===== src/rtl/scl_phase_gen.sv =====
module scl_phase_gen #(
  parameter int DIV_W = 8,
  parameter int EXTRA = 3
) (
  input  logic               clk,
  input  logic               rst_n,
  input  logic               enable,
  input  logic [3*DIV_W-1:0] ctrl_word,
  input  logic               scl_sense,
  output logic               scl_low,
  output logic               busy,
  output logic               fall_stb,
  output logic               rise_stb
);
  localparam int LEN_W  = DIV_W + 2;
  localparam int HI_LSB = 2 * DIV_W;

  typedef enum logic [1:0] {S_IDLE, S_LOW, S_HIGH} phase_t;

  phase_t             st;
  logic [LEN_W-1:0]   cnt;
  logic [DIV_W-1:0]   lo_q, hi_q;
  logic [LEN_W-1:0]   lo_len, hi_len;
  logic               unused_mid;

  assign unused_mid = ^ctrl_word[HI_LSB-1:DIV_W];

  assign lo_len = LEN_W'(lo_q) + LEN_W'(EXTRA);
  assign hi_len = LEN_W'((hi_q == '0) ? lo_q : hi_q) + LEN_W'(EXTRA);

  always_ff @(posedge clk or negedge rst_n) begin
    if (!rst_n) begin
      st   <= S_IDLE;
      cnt  <= '0;
      lo_q <= '0;
      hi_q <= '0;
    end else begin
      case (st)
        S_IDLE: if (enable) begin
          st   <= S_LOW;
          cnt  <= '0;
          lo_q <= ctrl_word[DIV_W-1:0];
          hi_q <= ctrl_word[HI_LSB +: DIV_W];
        end
        S_LOW: begin
          if (cnt == lo_len - 1'b1) begin
            st  <= S_HIGH;
            cnt <= '0;
          end else begin
            cnt <= cnt + 1'b1;
          end
        end
        S_HIGH: if (scl_sense) begin
          if (cnt == hi_len - 1'b1) begin
            cnt <= '0;
            if (enable) begin
              st   <= S_LOW;
              lo_q <= ctrl_word[DIV_W-1:0];
              hi_q <= ctrl_word[HI_LSB +: DIV_W];
            end else begin
              st <= S_IDLE;
            end
          end else begin
            cnt <= cnt + 1'b1;
          end
        end
        default: st <= S_IDLE;
      endcase
    end
  end

  assign scl_low  = (st == S_LOW);
  assign busy     = (st != S_IDLE);
  assign fall_stb = (st == S_LOW) && (cnt == '0);
  assign rise_stb = (st == S_HIGH) && (cnt == '0) && scl_sense;
endmodule


===== config.mk =====
export PLATFORM = sky130hd
export DESIGN_NAME = scl_phase_gen
export DESIGN_NICKNAME = d
export VERILOG_FILES = /design/src/rtl/scl_phase_gen.sv
export SDC_FILE = /design/constraint.sdc
export NUM_CORES = 1
export LEC_CHECK = 0
export ABC_AREA = 1
export BUFFER_PORTS_ARGS = -buffer_cell sky130_fd_sc_hd__buf_2
export CAP_MARGIN = 20
export CORE_MARGIN = 2
export CORE_UTILIZATION = 30
export DETAILED_ROUTE_END_ITERATION = 6
export SLEW_MARGIN = 40
export SYNTH_ARGS = -nofsm -noshare
export SYNTH_HDL_FRONTEND = slang
export SYNTH_SLANG_ARGS = --single-unit

===== constraint.sdc =====
create_clock -name clk -period 4.3 [get_ports clk]
set_input_delay 0.43 -clock clk [delete_from_list [all_inputs] [get_ports clk]]
set_output_delay 0.43 -clock clk [all_outputs]
set_load 0.05 [all_outputs]

==> metrics.yaml <==
logic_synthesis:
  ys_seq_area_frac: 0.326
  synth-seq-cells: 28
  synthArstFlopShare: 1.00
  synth_top_area_share: 0.326
  synthCells: 306
  syn_area_per_cell_um2: 7.03
  synth_ff_type: "dfrtp_1"
  synth_warnings: 0
  yosysTopAreaCell: "dfrtp_1"
  syn_nets: 342
  synthTopCellsByArea: "dfrtp_1 (33%), nand2_1 (18%), nand3_1 (7.7%)"
  yosysUniqueCellTypes: 34
  syn-cell-area_um2: 2150
  synth_edf_count: 0
cts:
  clk-insertion-delay-late_ns: 0.28
  cts.htree.levels: 1
  cts_tree: "yes"
  max-clock-path-buffers: 2
  clk_pin_slew_ns: 0.10
  cts_resized: 0
  cts_buffers: 3
  cts_root_buf: "clkbuf_8"
  cts.hold.buffers_added: 0
  cts.sinks: 28
  cts_setup_buffers: 0
timing:
  skew_ns: 0.0117
  slew_headroom: 0.546
  final-max-slew-violation-count: 0
  setup_viol: 0
  fmaxAchievable_mhz: 369
  finalCriticalPeriod_ns: 2.71
  finalHoldViolCount: 0
  timing.final.crit_share: 0.630
  fin_ws_ns: 1.59
  setup_tns_ns: 0
  whs_ns: 0.168
  rsz0062_at_grt: "no"
  worst_pin_slew_ns: 0.678
global_routing:
  antenna_found_initial: 0
  overflow: 0
  grt_pass1_wl_mm: 8.75
  grt_pass1_vias: 1902
  grt_max_degree: 29
  grt_util_all_layers: 0.140
layout:
  fillers: 768
  final_nets: 364
  multi_input_area_um2: 1280
  area_delta_synth_final_pct: 10.8
  drive_gt1_frac: 0.156
  final_common_cell: "nand2_1"
  layout_common_cells: "nand2_1 (101), nand3_1 (33), inv_1 (31)"
  postLayoutCoreUtil: 0.347
  num_antenna_cells: 0
  seq_area_um2: 701
power_and_ir_drop:
  ir_worst_vdd_v: 0.000405
  switching_share: 0.516
  pwr-share-seq: 0.316
  power_leakage_nw: 1.21
  pwr-share-clk: 0.103
  p_per_area_nw_per_um2: 595
  cell_internal_pwr_mw: 0.686
  switching_power_mw: 0.732
  power_frac_comb: 0.581
critical_path:
  worstPathMaxFanout: 21
  startpoint_type: "flip-flop"
  crit_type: "reg -> reg"
  reg2reg_slack_ns: 1.59
  required_ns: 4.47
  crit_path_end_kind: "flip-flop"
  worstPathArrival_ns: 2.88
placed_design:
  globalplace.congestion: 0.820
  hpwl_mm: 3.72
  place_ws_ns: 1.58
  portBuffers: 23
routing:
  dr.pass1.iters: 4
  dr_total_vias: 1947
  avgRoutedWirePerCell_um: 11.4
  drt-total-wl_mm: 4.82
  routed_via_density: 4.61
  drc: 0
  drt_iter0_drc: 106
  postRouteAntennaNets: 0
floorplanning:
  start_util: 0.313
  die_w_um: 88.7
  die_h_um: 88.7
  placementRows: 30
  ios: 32
  core_um2: 6870
  dieArea_um2: 7860
worst_hold_path:
  hold_class: "in -> async"
run:
  cap_violations: 0
outcome:
  status: "finished clean"
==> final timing paths <==
path | from | depth (start not counted) | end
worst min-delay path | rst_n | 1 | lo_q[1]$_DFFE_PN0P_
worst max-delay path | hi_q[7]$_DFFE_PN0P_ | 17 | hi_q[0]$_DFFE_PN0P_
worst max register to register | hi_q[7]$_DFFE_PN0P_ | 17 | hi_q[0]$_DFFE_PN0P_
worst min register to register | hi_q[3]$_DFFE_PN0P_ | 2 | hi_q[3]$_DFFE_PN0P_
min in group clk | ctrl_word[0] | 3 | lo_q[0]$_DFFE_PN0P_
max in group asynchronous | rst_n | 1 | lo_q[6]$_DFFE_PN0P_
==> power by group through the flow <==
stage	combinational, mW	sequential (mW)	clock (mW)
6_report	0.824	0.448	0.146
5_1_grt	0.945	0.465	0.162
4_1_cts	0.834	0.448	0.149
3_5_place_dp	0.829	0.453	0
3_3_place_gp	0.819	0.451	0
2_1_floorplan	0.700	0.425	0
==> synthesized netlist by cell type (2+ instances only) <==
master	count
nand3_2	5
nand3_1	33
xor2_1	14
clkbuf_1	2
nand4_1	7
nor3b_1	2
o21ai_1	7
nand2_2	8
nor3_1	4
a21oi_1	3
o21ai_0	3
o21bai_1	2
nor2_2	3
inv_1	31
dfrtp_1	28
ha_1	8
nand2_4	2
or2_2	2
nand2_1	101
nor2_1	27
==> stage by stage <==
| step | instances | cell area [µm²] | power (mW) |
|---|---|---|---|
| 2_1_floorplan | 306 | 2150 | 1.12 |
| 3_3_place_gp | 419 | 2340 | 1.27 |
| 3_5_place_dp | 419 | 2340 | 1.28 |
| 4_1_cts | 422 | 2380 | 1.43 |
| 5_1_grt | 422 | 2380 | 1.57 |
| 6_report | 422 | 2380 | 1.42 |
==> layer usage <==
metal | global-route usage | wire length [µm]
met4 | 0.0455 | 69
met5 | 0 | 0
met1 | 0.202 | 2550
met2 | 0.218 | 2070
met3 | 0.0140 | 135
==> flip-flops by register name, summed over array words and instances (netlist names) <==
name,count
cnt,10
hi_q,8
st,2
lo_q,8
==> kinds of logic after synthesis <==
| logic type | count (synthesis) | share of synthesized area |
|---|---|---|
| xor+xnor | 15 | 0.0611 |
| flops | 28 | 0.326 |
| fa+ha+maj | 8 | 0.0465 |
| buf+inv | 38 | 0.0768 |
| simple gates | 198 | 0.433 |
| compound gates | 19 | 0.0564 |
==> final cells by class <==
type | instances | share of cell area
Clock buffer | 3 | 0.0173
Timing Repair Buffer | 23 | 0.0483
Multi-Input combinational cell | 240 | 0.539
Inverter | 32 | 0.0504
Tap cell | 96 | 0.0504
Sequential cell | 28 | 0.294
==> critical path, stage by stage (launching register included) <==
cell     delay (ns)
dfrtp_1        0.43
nor2_1         0.14
nand2_2        0.11
nor2_8         0.20
nand2_1        0.07
nand2_1        0.10
ha_1           0.17
nand3_1        0.14
nor2_2         0.18
nand3_1        0.09
nand2_1        0.07
nand3_1        0.06
nor2_1         0.12
nand2_2        0.10
nand2_4        0.25
nand2_4        0.19
nand2_1        0.10
nand2_1        0.05
Power figures use the tool's default switching activity.
